### src/rtl/ccm_seq_pkg.sv
package ccm_seq_pkg;

    localparam int WORD_W    = 32;
    localparam int BLK_WORDS = 4;
    localparam int BLK_W     = WORD_W * BLK_WORDS;

    typedef enum logic [1:0] {
        PH_INIT    = 2'b00,
        PH_HEADER  = 2'b01,
        PH_PAYLOAD = 2'b10,
        PH_FINAL   = 2'b11
    } phase_t;

    typedef enum logic [2:0] {
        S_IDLE,
        S_WAIT,
        S_GATHER,
        S_REQ,
        S_PUSH
    } seq_state_t;

    // Payload and final blocks return data; init and header blocks do not.
    function automatic logic phase_emits(input phase_t ph);
        return (ph == PH_PAYLOAD) || (ph == PH_FINAL);
    endfunction

endpackage

### src/rtl/seq_fifo.sv
module seq_fifo #(
    parameter  int W     = 32,
    parameter  int DEPTH = 8,
    localparam int AW    = (DEPTH > 1) ? $clog2(DEPTH) : 1,
    localparam int CW    = $clog2(DEPTH + 1)
) (
    input  logic          clk,
    input  logic          rst_n,
    input  logic          flush,
    input  logic          push,
    input  logic [W-1:0]  push_data,
    input  logic          pop,
    output logic [W-1:0]  head,
    output logic [CW-1:0] count,
    output logic          full,
    output logic          empty
);

    localparam logic [AW-1:0] LAST_PTR = AW'(DEPTH - 1);
    localparam logic [CW-1:0] FULL_CNT = CW'(DEPTH);

    logic [W-1:0]  mem [DEPTH];
    logic [AW-1:0] wptr, rptr;
    logic          push_ok, pop_ok;

    assign full    = (count == FULL_CNT);
    assign empty   = (count == '0);
    assign push_ok = push && !full;
    assign pop_ok  = pop && !empty;
    assign head    = mem[rptr];

    always_ff @(posedge clk) begin
        if (push_ok && !flush) begin
            mem[wptr] <= push_data;
        end
    end

    always_ff @(posedge clk or negedge rst_n) begin
        if (!rst_n) begin
            wptr  <= '0;
            rptr  <= '0;
            count <= '0;
        end else if (flush) begin
            wptr  <= '0;
            rptr  <= '0;
            count <= '0;
        end else begin
            if (push_ok) begin
                wptr <= (wptr == LAST_PTR) ? '0 : wptr + 1'b1;
            end
            if (pop_ok) begin
                rptr <= (rptr == LAST_PTR) ? '0 : rptr + 1'b1;
            end
            unique case ({push_ok, pop_ok})
                2'b10:   count <= count + 1'b1;
                2'b01:   count <= count - 1'b1;
                default: count <= count;
            endcase
        end
    end

endmodule

### src/rtl/seq_ctrl.sv
module seq_ctrl
    import ccm_seq_pkg::*;
#(
    parameter  int IN_DEPTH  = 8,
    parameter  int OUT_DEPTH = 8,
    localparam int ICW       = $clog2(IN_DEPTH + 1),
    localparam int OCW       = $clog2(OUT_DEPTH + 1)
) (
    input  logic              clk,
    input  logic              rst_n,
    input  logic              en,
    input  logic [1:0]        phase,
    input  logic              dir,
    input  logic              cmac,
    input  logic [ICW-1:0]    in_count,
    input  logic [OCW-1:0]    out_count,
    input  logic [WORD_W-1:0] in_head,
    output logic              in_pop,
    output logic              out_push,
    output logic [WORD_W-1:0] out_word,
    output logic              eng_req,
    output logic [1:0]        eng_phase,
    output logic              eng_dir,
    output logic [BLK_W-1:0]  eng_din,
    input  logic              eng_ack,
    input  logic [BLK_W-1:0]  eng_dout
);

    localparam int              BEAT_W    = $clog2(BLK_WORDS);
    localparam logic [BEAT_W-1:0] LAST_BEAT = BEAT_W'(BLK_WORDS - 1);

    seq_state_t        state, state_n;
    logic [BEAT_W-1:0] beat;
    logic [BLK_W-1:0]  blk, res;
    phase_t            blk_phase;
    logic              blk_dir;
    logic              enough_in, enough_room, cmac_hold, start;

    // Start gate: a whole block waiting, room for a whole result, no CMAC hold.
    always_comb begin
        enough_in   = int'(in_count) >= BLK_WORDS;
        enough_room = (OUT_DEPTH - int'(out_count)) >= BLK_WORDS;
        cmac_hold   = cmac && (phase == PH_PAYLOAD);
        start       = enough_in && enough_room && !cmac_hold;
    end

    always_ff @(posedge clk or negedge rst_n) begin
        if (!rst_n) begin
            state <= S_IDLE;
        end else begin
            state <= state_n;
        end
    end

    always_comb begin
        state_n = state;
        unique case (state)
            S_IDLE:   if (en) state_n = S_WAIT;
            S_WAIT:   if (start) state_n = S_GATHER;
            S_GATHER: if (beat == LAST_BEAT) state_n = S_REQ;
            S_REQ:    if (eng_ack) state_n = phase_emits(blk_phase) ? S_PUSH : S_WAIT;
            S_PUSH:   if (beat == LAST_BEAT) state_n = S_WAIT;
            default:  state_n = S_IDLE;
        endcase
        if (!en) begin
            state_n = S_IDLE;
        end
    end

    always_comb begin
        in_pop   = 1'b0;
        out_push = 1'b0;
        eng_req  = 1'b0;
        unique case (state)
            S_GATHER: in_pop   = 1'b1;
            S_REQ:    eng_req  = 1'b1;
            S_PUSH:   out_push = 1'b1;
            default:  ;
        endcase
        eng_din   = blk;
        eng_phase = blk_phase;
        eng_dir   = blk_dir;
        out_word  = res[BLK_W-1 -: WORD_W];
    end

    always_ff @(posedge clk or negedge rst_n) begin
        if (!rst_n) begin
            beat      <= '0;
            blk       <= '0;
            res       <= '0;
            blk_phase <= PH_INIT;
            blk_dir   <= 1'b0;
        end else begin
            if (state != state_n) begin
                beat <= '0;
            end else if (in_pop || out_push) begin
                beat <= beat + 1'b1;
            end
            if (state == S_WAIT && state_n == S_GATHER) begin
                blk_phase <= phase_t'(phase);
                blk_dir   <= dir;
            end
            if (in_pop) begin
                blk <= {blk[BLK_W-WORD_W-1:0], in_head};
            end
            if (state == S_REQ && eng_ack) begin
                res <= eng_dout;
            end else if (out_push) begin
                res <= {res[BLK_W-WORD_W-1:0], {WORD_W{1'b0}}};
            end
        end
    end

endmodule

### src/rtl/ccm_phase_seq.sv
module ccm_phase_seq
    import ccm_seq_pkg::*;
#(
    parameter int IN_DEPTH  = 8,
    parameter int OUT_DEPTH = 8
) (
    input  logic          clk,
    input  logic          rst_n,
    input  logic          cfg_en,
    input  logic [1:0]    cfg_phase,
    input  logic          cfg_dir,
    input  logic          cfg_cmac,
    input  logic          wr_en,
    input  logic [31:0]   wr_data,
    input  logic          rd_en,
    output logic [31:0]   rd_data,
    output logic          sts_in_not_full,
    output logic          sts_in_empty,
    output logic          sts_out_not_empty,
    output logic          sts_out_full,
    output logic          sts_err,
    output logic          eng_req,
    output logic [1:0]    eng_phase,
    output logic          eng_dir,
    output logic [127:0]  eng_din,
    input  logic          eng_ack,
    input  logic [127:0]  eng_dout
);

    localparam int ICW = $clog2(IN_DEPTH + 1);
    localparam int OCW = $clog2(OUT_DEPTH + 1);

    logic [ICW-1:0]    in_count;
    logic [OCW-1:0]    out_count;
    logic [WORD_W-1:0] in_head, out_head, out_word;
    logic              in_full, in_empty, out_full, out_empty;
    logic              in_pop, out_push;

    seq_fifo #(.W(WORD_W), .DEPTH(IN_DEPTH)) u_in_fifo (
        .clk       (clk),
        .rst_n     (rst_n),
        .flush     (!cfg_en),
        .push      (wr_en && cfg_en),
        .push_data (wr_data),
        .pop       (in_pop),
        .head      (in_head),
        .count     (in_count),
        .full      (in_full),
        .empty     (in_empty)
    );

    seq_fifo #(.W(WORD_W), .DEPTH(OUT_DEPTH)) u_out_fifo (
        .clk       (clk),
        .rst_n     (rst_n),
        .flush     (!cfg_en),
        .push      (out_push),
        .push_data (out_word),
        .pop       (rd_en && cfg_en),
        .head      (out_head),
        .count     (out_count),
        .full      (out_full),
        .empty     (out_empty)
    );

    seq_ctrl #(.IN_DEPTH(IN_DEPTH), .OUT_DEPTH(OUT_DEPTH)) u_ctrl (
        .clk       (clk),
        .rst_n     (rst_n),
        .en        (cfg_en),
        .phase     (cfg_phase),
        .dir       (cfg_dir),
        .cmac      (cfg_cmac),
        .in_count  (in_count),
        .out_count (out_count),
        .in_head   (in_head),
        .in_pop    (in_pop),
        .out_push  (out_push),
        .out_word  (out_word),
        .eng_req   (eng_req),
        .eng_phase (eng_phase),
        .eng_dir   (eng_dir),
        .eng_din   (eng_din),
        .eng_ack   (eng_ack),
        .eng_dout  (eng_dout)
    );

    always_ff @(posedge clk or negedge rst_n) begin
        if (!rst_n) begin
            sts_err <= 1'b0;
        end else if (!cfg_en) begin
            sts_err <= 1'b0;
        end else if ((wr_en && in_full) || (rd_en && out_empty)) begin
            sts_err <= 1'b1;
        end
    end

    assign rd_data           = out_empty ? '0 : out_head;
    assign sts_in_not_full   = !in_full;
    assign sts_in_empty      = in_empty;
    assign sts_out_not_empty = !out_empty;
    assign sts_out_full      = out_full;

endmodule

### config.mk
export PLATFORM = sky130hd
export DESIGN_NAME = ccm_phase_seq
export DESIGN_NICKNAME = d
export VERILOG_FILES = /design/src/rtl/ccm_seq_pkg.sv /design/src/rtl/seq_fifo.sv /design/src/rtl/seq_ctrl.sv /design/src/rtl/ccm_phase_seq.sv
export SDC_FILE = /design/constraint.sdc
export NUM_CORES = 1
export LEC_CHECK = 0
export BUFFER_PORTS_ARGS = -buffer_cell sky130_fd_sc_hd__buf_4
export CORE_UTILIZATION = 40
export CTS_BUF_LIST = sky130_fd_sc_hd__clkbuf_4
export CTS_CLUSTER_DIAMETER = 100
export DETAILED_ROUTE_END_ITERATION = 12
export GPL_ROUTABILITY_DRIVEN = 1
export GPL_TIMING_DRIVEN = 0
export SLEW_MARGIN = 20
export SYNTH_ARGS = -nofsm -noshare
export SYNTH_HDL_FRONTEND = slang
export SYNTH_SLANG_ARGS = --single-unit
### constraint.sdc
create_clock -name clk -period 4.3 [get_ports clk]
set_input_delay 1.29 -clock clk [delete_from_list [all_inputs] [get_ports clk]]
set_output_delay 1.29 -clock clk [all_outputs]
set_load 0.05 [all_outputs]
# Word level (Yosys, flattened, before mapping)
# Memories as Yosys holds them, arrays and structs flattened. A register that Yosys moved wholly into a read port is not among the register bits.
# Cells that the tools add are included.
[totals]
reg_bits = 285
ramBits = 512
inputBits = 170
out_inout_bits = 169
elab_cells = 120
memories = 2
[classes]
n_addsub = 10
n_lt_le_gt_ge = 2
eq_ne = 27
n_mux = 37
reduce_logical = 29
[mem_list]
columns = ["memory", "words", "width", "rd", "rd_ports_with_merged_regs", "write_ports", "line", "source"]
rows = [
  ["u_in_fifo.mem", 8, 32, 1, 1, 1, "seq_fifo.sv:22", "logic [W-1:0] mem [DEPTH];"],
  ["u_out_fifo.mem", 8, 32, 1, 0, 1, "seq_fifo.sv:22", ""],
]
[ops]
columns = ["op", "count"]
rows = [
  ["two-way mux 128 bit", 2],
  ["two-way mux 3 bit", 18],
  [">= comparator 32 x 4 -> 1 bit, second input constant", 1],
  ["two-way mux 32 bit", 1],
  ["case mux 4 bit (2 select lines)", 2],
  ["equality test 3 bit, second input constant", 5],
  ["logical AND 1 bit", 15],
  ["case mux 3 bit (5 select lines)", 1],
  ["adder 3 x 1 -> 3 bit, second input constant", 4],
  ["equality test 2 bit, second input constant", 6],
  ["inequality test 2 x 1 -> 1 bit, second input constant", 5],
  ["equality test 3 x 2 -> 1 bit, second input constant", 3],
  ["two-way mux 1 bit", 9],
  ["adder 4 x 1 -> 4 bit, second input constant", 2],
  ["equality test 4 bit, second input constant", 2],
  ["logical NOT 4 bit", 2],
  ["two-way mux 4 bit", 2],
  ["subtractor 4 x 1 -> 4 bit, second input constant", 2],
  ["logical NOT 1 bit", 6],
  ["inequality test 3 x 1 -> 1 bit, second input constant", 2],
  ["subtractor 4 x 4 -> 5 bit, first input constant", 1],
  ["equality test 2 x 1 -> 1 bit, second input constant", 2],
  [">= comparator 4 x 3 -> 1 bit, second input constant", 1],
  ["two-way mux 2 bit", 2],
  ["6 further kinds", 9],
]

# Longest topological paths before layout
# Gate-level depths: netlist of run 1.
[depth]
depth_word = 9
mapped_depth = 13
mapped_depth_nobuf = 11

# Hierarchy
# A second synthesis of run 1 with hierarchy kept.
[unflattened]
hier_cells = 1850
area_unflattened_um2 = 31775.5
[by_module_without_submodules]
columns = ["module", "instances", "cells_per_inst", "area_each_um2", "seq_area_each_um2"]
rows = [
  ["seq_fifo", 2, 448, 10288.6, 7937.6],
  ["seq_ctrl", 1, 911, 10921.7, 6606.3],
  ["ccm_phase_seq", 1, 43, 276.5, 25.0],
]

# Worst setup path after synthesis of run 1
# No wires, ideal clock.
[synth_timing]
path_kind = "input -> register"
start = "in wr_en"
end = "mem u_in_fifo.mem[4][0] (enable)"
setup_ps = 513
arrival_ps = 4996
required_time_ps = 3787
path_slack_ps = -1209
cell_stages = 3
path_buffers = 1
cell_sequence = "nand3_1 buf_2 nor4b_1"
[synth_between]
elab_chain_cells = 5
[synth_lines]
columns = ["item", "line", "source"]
rows = [
  ["from (decl)", "ccm_phase_seq.sv:13", "input logic wr_en,"],
  ["logical AND 1 bit", "ccm_phase_seq.sv:43", ".push (wr_en && cfg_en),"],
  ["logical AND 1 bit", "seq_fifo.sv:28", "assign push_ok = push && !full;"],
  ["logical AND 1 bit", "seq_fifo.sv:33", "if (push_ok && !flush) begin"],
  ["two-way mux 1 bit", "seq_fifo.sv:33", ""],
  ["two-way mux 1 bit (implied by the code)", "seq_fifo.sv:34", "mem[wptr] <= push_data;"],
  ["to (decl)", "seq_fifo.sv:22", ""],
]
# No other way between the ends.

# Final worst setup path of run 1
[layout_timing]
start = "reg u_out_fifo.rptr[0]"
end = "out rd_data[23]"
[layout_between]
elab_chain_cells = 2
[layout_lines]
columns = ["item", "line", "source"]
rows = [
  ["from (decl)", "seq_fifo.sv:23", "logic [AW-1:0] wptr, rptr;"],
  ["from (signal assigned)", "seq_fifo.sv:52", "rptr <= (rptr == LAST_PTR) ? '0 : rptr + 1'b1;"],
  ["memory read (8 x 32 bit)", "--", ""],
  ["two-way mux 32 bit", "ccm_phase_seq.sv:96", "assign rd_data = out_empty ? '0 : out_head;"],
  ["to (decl)", "ccm_phase_seq.sv:16", "output logic [31:0] rd_data,"],
]
# No other way between the ends.

==> results of run 1 <==
[layout by cell type (no fill, tap or decap), drive strengths merged, types with 11 or more instances in the layout]
cell,instances
clkinv,50
inv,11
nor3,12
a21oi,44
mux2i,66
clkbuf,365
dfrtp,285
a31oi,34
mux4,129
buf,437
a22oi,64
mux2,99
nand3,39
nor2,123
nand2,278
ha,12
edfxtp,512
[stage by stage]
| stage | setup TNS, ns | cells | total power (W) | instance area, um2 |
|---|---|---|---|---|
| floorplan | 0 | 1883 | 0.00883 | 31100 |
| global placement | -722.41 | 3251 | 0.00924 | 35000 |
| detailed placement | 0 | 3290 | 0.00928 | 35700 |
| CTS | 0 | 3664 | 0.0157 | 38500 |
| global route | 0 | 3667 | 0.0162 | 38500 |
| finish | 0 | 3671 | 0.0155 | 38500 |
[sequential cells by signal, summed over array words and instances, names as in the netlist]
register	flops
sts_err	1
u_in_fifo.mem	256
u_out_fifo.count	4
u_out_fifo.wptr	3
u_in_fifo.count	4
u_ctrl.eng_phase	2
u_ctrl.eng_dir	1
u_in_fifo.rptr	3
u_ctrl.state	3
u_out_fifo.rptr	3
u_out_fifo.mem	256
u_ctrl.eng_din	128
u_ctrl.beat	2
u_ctrl.res	128
u_in_fifo.wptr	3
[worst max-delay path by stage]
| stage | startpoint | endpoint | slack [ns] | cells past startpoint |
|---|---|---|---|---|
| floorplan | wr_en | u_in_fifo.mem[4][0] | 0.37 | 3 |
| global placement | cfg_en | u_in_fifo.mem[4][14] | -1.74 | 4 |
| detailed placement | u_out_fifo.rptr[1] | rd_data[20] | 0.18 | 6 |
| CTS | u_out_fifo.rptr[0] | rd_data[20] | 0.002 | 6 |
| global route | u_out_fifo.rptr[0] | rd_data[20] | 0.01 | 6 |
| finish | u_out_fifo.rptr[0] | rd_data[23] | 0.20 | 6 |
[routing by layer]
metal | track usage (%) | part of all wire [%] | vias to the layer above
met2 | 35.6 | 50 | 711
met4 | 7.66 | 2.1 | 16
met5 | 0 | 0.12 | -
met1 | 26.8 | 40 | 9767
met3 | 6.97 | 8.1 | 133
li1 | - | - | 8459
[power groups by stage]
stage | Clock, W | Sequential [W] | Combinational [W]
2_1_floorplan | 0 | 0.00862 | 0.000212
3_3_place_gp | 0 | 0.00852 | 0.000716
3_5_place_dp | 0 | 0.00853 | 0.000756
4_1_cts | 0.00660 | 0.00837 | 0.000769
5_1_grt | 0.00702 | 0.00838 | 0.000814
6_report | 0.00641 | 0.00837 | 0.000759
[final cells by class]
| class | instances | area, um2 | share of cell area (%) |
|---|---|---|---|
| diodes | 7 | 17.5 | 0.0455 |
| plain buffers | 110 | 581 | 1.51 |
| clock buffers | 311 | 2330 | 6.06 |
| clock inverters | 59 | 303 | 0.786 |
| inverters | 8 | 30.0 | 0.0779 |
| multi-input cells | 968 | 8270 | 21.5 |
| flip-flops and latches | 797 | 22500 | 58.4 |
| well taps | 1030 | 1290 | 3.34 |
| repair buffers | 381 | 3200 | 8.30 |
[cells in the mapped netlist (3+ instances only)]
cell type	count
inv_1	5
xnor2_1	7
a21o_1	3
mux2i_1	66
o21ai_1	3
dfrtp_1	285
nand2_1	277
ha_1	12
clkbuf_1	54
a31oi_1	34
edfxtp_1	512
a21oi_1	44
nand3b_1	4
mux2_1	19
and3_1	3
nor4b_1	3
nand3_1	39
buf_1	14
nand2b_1	6
mux4_2	129
nor2_1	121
a22oi_1	64
buf_4	6
nor3_1	12
mux2_2	80
buf_2	36
or3_1	3
and2_1	5
inv_2	3
nor3b_1	5
[kinds of logic after synthesis]
kind of cell,count (synthesis)
flops,797
simple gates,493
mux,294
compound gates,159
buf+inv,118
fa+ha+maj,14
xor+xnor,8
[timing repair]
action / in CTS / in global routing
gates resized for setup: 50 / 3
setup buffers: 4 / 0
pin swaps: 1 / 0
endpoints found under the setup margin: 32 / 7
==> results.env, run 1 <==
STATUS='finished clean'
DIE_H_UM=281
DRC_ERRORS=0
ROWS=101
CELL_INTERNAL_PWR_W=0.0120
GLOBAL_ROUTE.OVERFLOW_TOTAL=0
SYNTH_NETS=2067
SYNTH-ASYNC-RESET-RATIO_PCT=35.8
WORST-PATH-MAX-FANOUT=10
PEAKVDDDROP_mV=0.185
NNETSFINAL=2653
TIMING.FINAL.MAX_SLEW_VIOLATIONS=0
TOP_LEVEL_PORTS=339
P_PER_AREA_mW_PER_MM2=403
WORST_CLOCK_SKEW_NS=0.0708
AREA_FRACTION_IN_COMPOUND_GATES_AFTER_SYNTHESIS_PCT=3.32
SIMPLE_GATE_SHARE_OF_THE_SYNTHESIZED_AREA_PCT=6.73
CRITICAL-PATH-TOP-DELAY-FAMILY='multiplexers'
TYPE_OF_DESTINATION_OF_THE_CRITICAL_PATH='output port'
FINALWORSTSETUPSLACK_NS=0.203
PWR-SHARE-SEQ_PCT=53.9
SW_FRAC_OF_TOTAL_PCT=23.0
LARGEST_FAMILY_OF_LOGIC_CELLS_BY_SYNTHESIZED_AREA='multiplexers'
SLOWEST_DELAY_NS=0.51
VIAS_IN_THE_FIRST_GLOBAL_ROUTE=20000
CTS_TREE='yes'
TIMING.SLEW.HEADROOM_PCT=36.0
WIRE_LENGTH_OF_THE_FIRST_GLOBAL_ROUTING_PASS_UM=125000
SYNTH-MAIN-FF-CELL='edfxtp_1'
TIMING_HOLD_VIOLATIONS_FINAL=0
SYNTH_XOR_AREA_SHARE_PCT=0.225
POWER_FRAC_COMB_PCT=4.9
PLACE.PORT_BUFFERS=338
PERIOD_SHARE_PCT=95.3
YOSYS.CELL_TYPES.COUNT=52
POSTCTSHOLDBUFS=0
VIAS=19100
CLOCK_TREE.ROOT_CELL='clkbuf_4'
AREA_SHARE_OF_THE_LARGEST_CELL_TYPE_AFTER_SYNTHESIS_PCT=49.5
TIMING.CRITICAL_PATH.SLOWEST_STAGE_CELL='mux4_2'
CTS-BUFFERS-INSERTED=203
VIAS_PER_CELL=5.20
DRT_PRE_ANTENNA_ITERS=6
WORSTSKEWPAIRLATENCY_NS=1.00
CLKSLEWWORSTSETUPHOLDPATHS_NS=0.06
PLACE_WORST_SETUP_SLACK_NS=0.178
CLOCK.FMAX_MHz=244
REQUIRED_NS=3.01
MAX_CAP_VIOLATIONS=0
CTSLONGESTPATHBUFFERS=3
RSZ_0062_RAISED_AFTER_GLOBAL_ROUTING='no'
SYNTH_ADDER_AREA_SHARE_PCT=0.612
POWER.NET_SWITCHING_W=0.00358
HOLDCRITPATHCLASS='input port to async pin'
RR_ENDPOINT='u_out_fifo.mem[2][10]'
MIN_PERIOD_NS=4.10
PORTION_OF_NETLIST_AREA_OCCUPIED_BY_MUX_CELLS_PCT=15.1
DRT.ANTENNA.VIOLATING_NETS=0
CORE_MM2=0.0765
ANTENNA_FOUND_INITIAL=14
POWER.SHARE.CLOCK_PCT=41.3
SYNTH_EDF_COUNT=512
REGTOREGSTARTPOINT='u_ctrl.state[0]'
CELL_COUNT_AFTER_SYNTHESIS=1883
TIMING.FINAL.SETUP_VIOLATIONS=0
FLOP2FLOP_SETUP_SLACK_NS=1.21
DIE_WIDTH_UM=281
SYNTH.AREA.TOP_CELLS='edfxtp_1, dfrtp_1, mux4_2'
SETUP.WORST_PATH.START_CLASS='register'
TIMING_WORST_SLEW_PIN_VALUE_NS=0.960
WIRE_PER_INST_UM=22.7
PATH_CLASS='register to output port'
WHS_NS=0.160
DP_HPWL_UM=59100
CTS_NUM_SINKS=797
ROUTED_WIRELENGTH_UM=83300
SYNTH_LARGEST_AREA_CELL='edfxtp_1'
SYNTH.AVG_CELL_AREA_UM2=16.5
DESIGN.DIE.AREA_MM2=0.0788
INITIAL_CORE_UTIL_PCT=40.7
CTS_MAX_LEVEL=4
YOSYS_WARNINGS=0
SYNTH_SEQUENTIAL_AREA_RATIO_PCT=72.4
AREA.GROWTH.SYNTH_TO_FINAL_PCT=24.0
POWER.STATIC_LEAKAGE_nW=15.3
POSTSYNTHREGISTERBITS=797
SYN-CELL-AREA_MM2=0.0311
GPL.FINAL_WEIGHTED_CONGESTION=0.868
POSTLAYOUTCOREUTIL_PCT=50.4
GR-USAGE-ALL-LAYERS_PCT=21.6
INITIALDRTVIOLATIONCOUNT=1445
BUF_INV_STAGES_CRIT_PATH=3
CRITPATHARRIVALTIME_NS=2.81
FILLER_CELL_COUNT=6530
DRIVE_GT1_SHARE_PCT=38.0
WORST-R2R-CELL-COUNT=7
GRT_MAX_DEGREE=101
CELL_BREAKDOWN_OF_THE_CRITICAL_PATH='buf_12 > buf_8 > mux4_2 > mux2i_1 > nor2_1 > buf_4'
Note: power is estimated with default switching activity, not from simulation.
==> run 2, diff against run 1 <==
==> constraint.sdc (replaced) <==
create_clock -name clk -period 4.3 [get_ports clk]
set_input_delay 0.215 -clock clk [delete_from_list [all_inputs] [get_ports clk]]
set_output_delay 0.215 -clock clk [all_outputs]
set_load 0.05 [all_outputs]
==> results.env, run 2 (synthesized netlist as in run 1, its figures left out) <==
VIAS=21000  # was 19100
GPL.FINAL_WEIGHTED_CONGESTION=0.837  # was 0.868
PATH_CLASS='register to output port'  # unchanged
PLACE.PORT_BUFFERS=338  # unchanged
WORST-R2R-CELL-COUNT=8  # was 7
WORSTSKEWPAIRLATENCY_NS=1.02  # was 1.00 ns
WORST_SETUP_STARTPOINT='u_out_fifo.rptr[1]'  # was u_out_fifo.rptr[0]
DRIVE_GT1_SHARE_PCT=33.3  # was 38.0%
WHS_NS=0.138  # was 0.160 ns
DP_HPWL_UM=58500  # was 59100 um
GRT_MAX_DEGREE=87  # was 101
INITIAL_CORE_UTIL_PCT=40.7  # unchanged
CORE_MM2=0.0765  # unchanged
POST_CTS_SETUP_BUFFER_COUNT=0  # was 4
CRITPATHARRIVALTIME_NS=3.68  # was 2.81 ns
PEAKVDDDROP_mV=0.224  # was 0.185 mV
CTS_NUM_SINKS=797  # unchanged
STATUS='finished clean'  # unchanged
POWER.STATIC_LEAKAGE_nW=16.9  # was 15.3 nW
DIE_WIDTH_UM=281  # unchanged
VIAS_PER_CELL=5.19  # was 5.20
DESIGN.DIE.AREA_MM2=0.0788  # unchanged
GR-USAGE-ALL-LAYERS_PCT=23.3  # was 21.6%
WORST-PATH-MAX-FANOUT=10  # unchanged
CLOCK.FMAX_MHz=257  # was 244 MHz
SETUP_TNS_AFTER_FINAL_LAYOUT_NS=0  # unchanged
MIN_PERIOD_NS=3.89  # was 4.10 ns
MAX_CAP_VIOLATIONS=0  # unchanged
INITIALDRTVIOLATIONCOUNT=1630  # was 1445
TYPE_OF_DESTINATION_OF_THE_CRITICAL_PATH='output port'  # unchanged
CTS-BUFFERS-INSERTED=205  # was 203
DIE_H_UM=281  # unchanged
AREA.GROWTH.SYNTH_TO_FINAL_PCT=34.9  # was 24.0%
TOP_LEVEL_PORTS=339  # unchanged
BIGGEST_REGS='u_in_fifo.mem: 256 flops, u_out_fifo.mem: 256 flops'  # unchanged
TIMING.HOLD.WORST_ENDPOINT='u_ctrl.res[124]'
ROUTED_WIRELENGTH_UM=90600  # was 83300 um
TIMING.FINAL.MAX_SLEW_VIOLATIONS=0  # unchanged
DRT_PRE_ANTENNA_ITERS=6  # unchanged
ANTENNA_FOUND_INITIAL=16  # was 14
CLKSLEWWORSTSETUPHOLDPATHS_NS=0.07  # was 0.06 ns
WIRE_PER_INST_UM=22.4  # was 22.7 um
REQUIRED_NS=4.09  # was 3.01 ns
DPL-INSTANCE-AREA_MM2=0.0357  # about the same
GLOBAL_ROUTE.OVERFLOW_TOTAL=0  # unchanged
ROWS=101  # unchanged
TIMING.SLEW.HEADROOM_PCT=33.0  # was 36.0%
NNETSFINAL=3011  # was 2653
MIN-DELAY-START='eng_dout[124]'
CTSLONGESTPATHBUFFERS=3  # unchanged
FLOP2FLOP_SETUP_SLACK_NS=1.05  # was 1.21 ns
MOST-COMMON-LAYOUT-CELLS='edfxtp_1, buf_4, dlygate4sd3_1'  # was edfxtp_1, buf_4, clkbuf_4
MOSTFREQUENTLAYOUTCELL='edfxtp_1'  # unchanged
CTS_MAX_LEVEL=4  # unchanged
WORST_CLOCK_SKEW_NS=0.0650  # was 0.0708 ns
REGTOREGSTARTPOINT='u_ctrl.state[0]'  # unchanged
WORST_HOLD_PATH.NUM_CELLS=4
HOLDCRITPATHCLASS='input port to register'  # was input port to async pin
TIMING_WORST_SLEW_PIN_VALUE_NS=1.01  # was 0.960 ns
TIMING.FINAL.SETUP_VIOLATIONS=0  # unchanged
P_PER_AREA_mW_PER_MM2=380  # was 403 mW/mm2
RSZ_0062_RAISED_AFTER_GLOBAL_ROUTING='no'  # unchanged
RR_ENDPOINT='u_out_fifo.mem[0][20]'  # was u_out_fifo.mem[2][10]
CTS_TREE='yes'  # unchanged
FIN_AREA_MM2=0.0419  # was 0.0385 mm2
SETUP.WORST_PATH.START_CLASS='register'  # unchanged
PERIOD_SHARE_PCT=90.5  # was 95.3%
WIRE_LENGTH_OF_THE_FIRST_GLOBAL_ROUTING_PASS_UM=135000  # was 125000 um
VIAS_IN_THE_FIRST_GLOBAL_ROUTE=22200  # was 20000
DRT.ANTENNA.VIOLATING_NETS=0  # unchanged
DRC_ERRORS=0  # unchanged
CLOCK_TREE.ROOT_CELL='clkbuf_4'  # unchanged
TIMING_HOLD_VIOLATIONS_FINAL=0  # unchanged
CTS_RESIZED=0  # was 50
run 2: worst max-delay path by stage:
stage | endpoint | slack, ns | cells after the start
after floorplan | u_in_fifo.mem[5][0] | 0.10 | 4
after global placement | u_out_fifo.mem[0][9] | -2.65 | 6
after detailed placement | u_out_fifo.mem[0][9] | 1.0 | 8
after CTS | rd_data[17] | 0.19 | 6
after global routing | rd_data[23] | 0.21 | 6
final | rd_data[21] | 0.41 | 6
run 2: through the flow:
stage	utilization [%]	total power (W)	setup WS (ns)	instances
2_1_floorplan	-	0.00883	0.103	1883
3_3_place_gp	45.7	0.00923	-2.65	3251
3_5_place_dp	46.7	0.00927	0.998	3304
4_1_cts	54.8	0.0161	0.188	4031
5_1_grt	54.8	0.0166	0.210	4040
6_report	54.8	0.0159	0.409	4041
run 2: routing by layer:
metal / wire length [um] / up-vias / global-route usage (%)
met5: 79 / - / 0
met2: 45700 / 899 / 39.2
met1: 36400 / 10700 / 29.1
met3: 6060 / 209 / 5.86
met4: 2260 / 12 / 8.43
li1: - / 9186 / -
run 2: where the power goes:
group | internal [W] | leakage, nW | total [W] | switching, W
logic | 0.000479 | 6.96 | 0.00101 | 0.000529
clock network | 0.00341 | 1.61 | 0.00657 | 0.00316
registers | 0.00826 | 8.29 | 0.00837 | 0.000107
run 2: layout make-up:
type,count,area (um2)
inverter,8,30.0
clock buffer,305,2290
antenna,10,25.0
buffer,110,483
clock inverter,76,425
timing repair buffer,737,6680
tap,1030,1290
sequential,797,22500
fill,6131,34500
multi-input combinational,968,8190
run 2: what timing repair did:
action	CTS	global route
hold buffers	346	0
hold endpoints to repair	702	0
endpoints found under the setup margin	0	0
run 2: critical path: stages, from the launching register on:
cell,delay (ns)
dfrtp_1,0.43
clkbuf_1,0.51
clkbuf_1,0.65
mux4_2,0.42
mux2i_1,0.34
nor2_1,0.12
buf_4,0.24
==> run 3, diff against run 2 <==
==> constraint.sdc (replaced) <==
create_clock -name clk -period 4.5 [get_ports clk]
set_input_delay 0.225 -clock clk [delete_from_list [all_inputs] [get_ports clk]]
set_output_delay 0.225 -clock clk [all_outputs]
set_load 0.05 [all_outputs]
==> results.env, run 3 (synthesized netlist as in run 1, its figures left out) <==
CRITPATHARRIVALTIME_NS=3.72  # was 3.68 ns
DRT.ANTENNA.VIOLATING_NETS=0  # unchanged
CTS_NUM_SINKS=797  # unchanged
WORSTSKEWPAIRLATENCY_NS=1.04  # was 1.02 ns
MIN-DELAY-START='eng_dout[59]'  # was eng_dout[124]
HOLDCRITPATHCLASS='input port to register'  # unchanged
SLOWEST_DELAY_NS=0.69  # was 0.65 ns
VIAS=20900  # was 21000
GLOBAL_ROUTE.OVERFLOW_TOTAL=0  # unchanged
REQUIRED_NS=4.28  # was 4.09 ns
CELL_INTERNAL_PWR_W=0.0116  # was 0.0122 W
CTSLONGESTPATHBUFFERS=3  # unchanged
GPL.FINAL_WEIGHTED_CONGESTION=0.837  # unchanged
WIRE_LENGTH_OF_THE_FIRST_GLOBAL_ROUTING_PASS_UM=135000  # about the same
AREA.GROWTH.SYNTH_TO_FINAL_PCT=34.6  # was 34.9%
WORST-R2R-CELL-COUNT=8  # unchanged
WIRE_PER_INST_UM=22.6  # was 22.4 um
DIE_H_UM=281  # unchanged
WORST_SETUP_STARTPOINT='u_out_fifo.rptr[1]'  # unchanged
DRC_ERRORS=0  # unchanged
DIE_WIDTH_UM=281  # unchanged
ROUTED_WIRELENGTH_UM=91100  # was 90600 um
POWER.SHARE.CLOCK_PCT=41.2  # about the same
POSTLAYOUTCOREUTIL_PCT=54.7  # was 54.8%
PWR-SHARE-SEQ_PCT=52.5  # about the same
TYPE_OF_DESTINATION_OF_THE_CRITICAL_PATH='output port'  # unchanged
CTS_TREE='yes'  # unchanged
CELL_BREAKDOWN_OF_THE_CRITICAL_PATH='clkbuf_1 > clkbuf_1 > mux4_2 > mux2i_1 > nor2_1 > buf_4'  # unchanged
P_PER_AREA_mW_PER_MM2=364  # was 380 mW/mm2
DP_HPWL_UM=58500  # unchanged
DESIGN.DIE.AREA_MM2=0.0788  # unchanged
CTS-BUFFERS-INSERTED=205  # unchanged
ROWS=101  # unchanged
POWER_FRAC_COMB_PCT=6.3  # about the same
DRIVE_GT1_SHARE_PCT=33.4  # was 33.3%
TIMING_WORST_SLEW_PIN_VALUE_NS=1.01  # about the same
ANTENNA_FOUND_INITIAL=17  # was 16
FLOP2FLOP_SETUP_SLACK_NS=1.27  # was 1.05 ns
TOP_LEVEL_PORTS=339  # unchanged
CORE_MM2=0.0765  # unchanged
WORST-PATH-MAX-FANOUT=10  # unchanged
VIAS_IN_THE_FIRST_GLOBAL_ROUTE=22200  # about the same
FINALWORSTSETUPSLACK_NS=0.559  # was 0.409 ns
CRIT_END='rd_data[21]'  # unchanged
POWER.STATIC_LEAKAGE_nW=16.8  # was 16.9 nW
MAX_CAP_VIOLATIONS=0  # unchanged
CLKSLEWWORSTSETUPHOLDPATHS_NS=0.06  # was 0.07 ns
CTS_RESIZED=0  # unchanged
MOSTFREQUENTLAYOUTCELL='edfxtp_1'  # unchanged
CTS_MAX_LEVEL=4  # unchanged
PLACE.PORT_BUFFERS=338  # unchanged
TIMING.CRITICAL_PATH.SLOWEST_STAGE_CELL='clkbuf_1'  # unchanged
TIMING_HOLD_VIOLATIONS_FINAL=0  # unchanged
PLACE_WORST_SETUP_SLACK_NS=1.20  # was 0.998 ns
VIAS_PER_CELL=5.19  # about the same
REGTOREGSTARTPOINT='u_ctrl.state[0]'  # unchanged
GRT_MAX_DEGREE=87  # unchanged
BIGGEST_REGS='u_in_fifo.mem: 256 flops, u_out_fifo.mem: 256 flops'  # unchanged
CLOCK_TREE.ROOT_CELL='clkbuf_4'  # unchanged
CLOCK.FMAX_MHz=254
POWER.NET_SWITCHING_W=0.00364  # was 0.00380 W
PATH_CLASS='register to output port'  # unchanged
GR-USAGE-ALL-LAYERS_PCT=23.4  # was 23.3%
SW_FRAC_OF_TOTAL_PCT=23.9  # was 23.8%
RSZ_0062_RAISED_AFTER_GLOBAL_ROUTING='no'  # unchanged
TIMING.FINAL.SETUP_VIOLATIONS=0  # unchanged
INITIAL_CORE_UTIL_PCT=40.7  # unchanged
PERIOD_SHARE_PCT=87.6
WORST_CLOCK_SKEW_NS=0.0727  # was 0.0650 ns
WORST_PATH_MOST_REPEATED_CELL='clkbuf_1'  # unchanged
STATUS='finished clean'  # unchanged
SETUP.WORST_PATH.START_CLASS='register'  # unchanged
NNETSFINAL=3003  # was 3011
FILLER_CELL_COUNT=6146  # was 6131
TIMING.FINAL.MAX_SLEW_VIOLATIONS=0  # unchanged
RR_ENDPOINT='u_out_fifo.mem[0][20]'  # unchanged
MOST-COMMON-LAYOUT-CELLS='edfxtp_1, buf_4, dlygate4sd3_1'  # unchanged
MIN_PERIOD_NS=3.94
TIMING.SLEW.HEADROOM_PCT=32.4  # was 33.0%
PEAKVDDDROP_mV=0.214  # was 0.224 mV
DRT_PRE_ANTENNA_ITERS=5  # was 6
INITIALDRTVIOLATIONCOUNT=1645  # was 1630
[run 3: metal layers]
layer / routed length (um) / vias up / track usage (%)
met5: 102 / - / 0
met4: 2880 / 16 / 9.67
met3: 6280 / 250 / 6.29
met2: 45500 / 925 / 38.9
met1: 36300 / 10600 / 29.0
li1: - / 9181 / -
[run 3: repair_timing]
| action | 4_1_cts | 5_1_grt |
|---|---|---|
| hold endpoints to repair | 701 | 0 |
| hold buffers | 338 | 0 |
| setup endpoints to repair | 0 | 0 |
| setup buffers | 0 | 0 |
[run 3: worst min path at each step]
stage | to | slack, ns | cells after the start
floorplan | sts_err | -0.07 | 0
global placement | u_ctrl.res[11] | 0.42 | 3
detailed placement | u_ctrl.eng_din[68] | 0.14 | 1
CTS | u_ctrl.res[123] | 0.002 | 4
global route | u_ctrl.res[59] | 0.03 | 4
finish | u_ctrl.res[59] | 0.12 | 4
[run 3: power groups by stage]
| stage | Combinational, W | Sequential, W | Clock, W |
|---|---|---|---|
| 6_report | 0.000963 | 0.00800 | 0.00629 |
| 4_1_cts | 0.000951 | 0.00800 | 0.00643 |
| 3_3_place_gp | 0.000676 | 0.00814 | 0 |
| 5_1_grt | 0.00102 | 0.00801 | 0.00682 |
| 2_1_floorplan | 0.000202 | 0.00824 | 0 |
| 3_5_place_dp | 0.000712 | 0.00815 | 0 |
[run 3: area by class of cell]
cell class | instances | area [um2] | share of cell area, %
Tap cell | 1030 | 1290 | 3.08
Inverter | 8 | 30.0 | 0.0718
Sequential cell | 797 | 22500 | 53.8
Multi-Input combinational cell | 968 | 8190 | 19.6
Clock buffer | 305 | 2290 | 5.47
Antenna cell | 10 | 25.0 | 0.0598
Clock inverter | 76 | 425 | 1.02
Buffer | 110 | 483 | 1.15
Timing Repair Buffer | 729 | 6600 | 15.8
[run 3: per-stage QoR]
stage,hold slack (ns),setup TNS [ns],cell area [um2],power [W],cells
final,0.124,0,41800,0.0152,4033
after detailed placement,0.144,0,35700,0.00886,3304
after CTS,0.00171,0,41800,0.0154,4023
after floorplan,-0.0706,0,31100,0.00844,1883
after global routing,0.0333,0,41800,0.0158,4031
after global placement,0.423,-564.96,34900,0.00882,3251
[run 3: worst max-delay path, delay by kind of cell, from the launching register on]
family	cells	cell delay [ns]
and+or+nand+nor	1	0.13
buffers and inverters	3	1.43
muxes	2	0.75
DFF	1	0.43
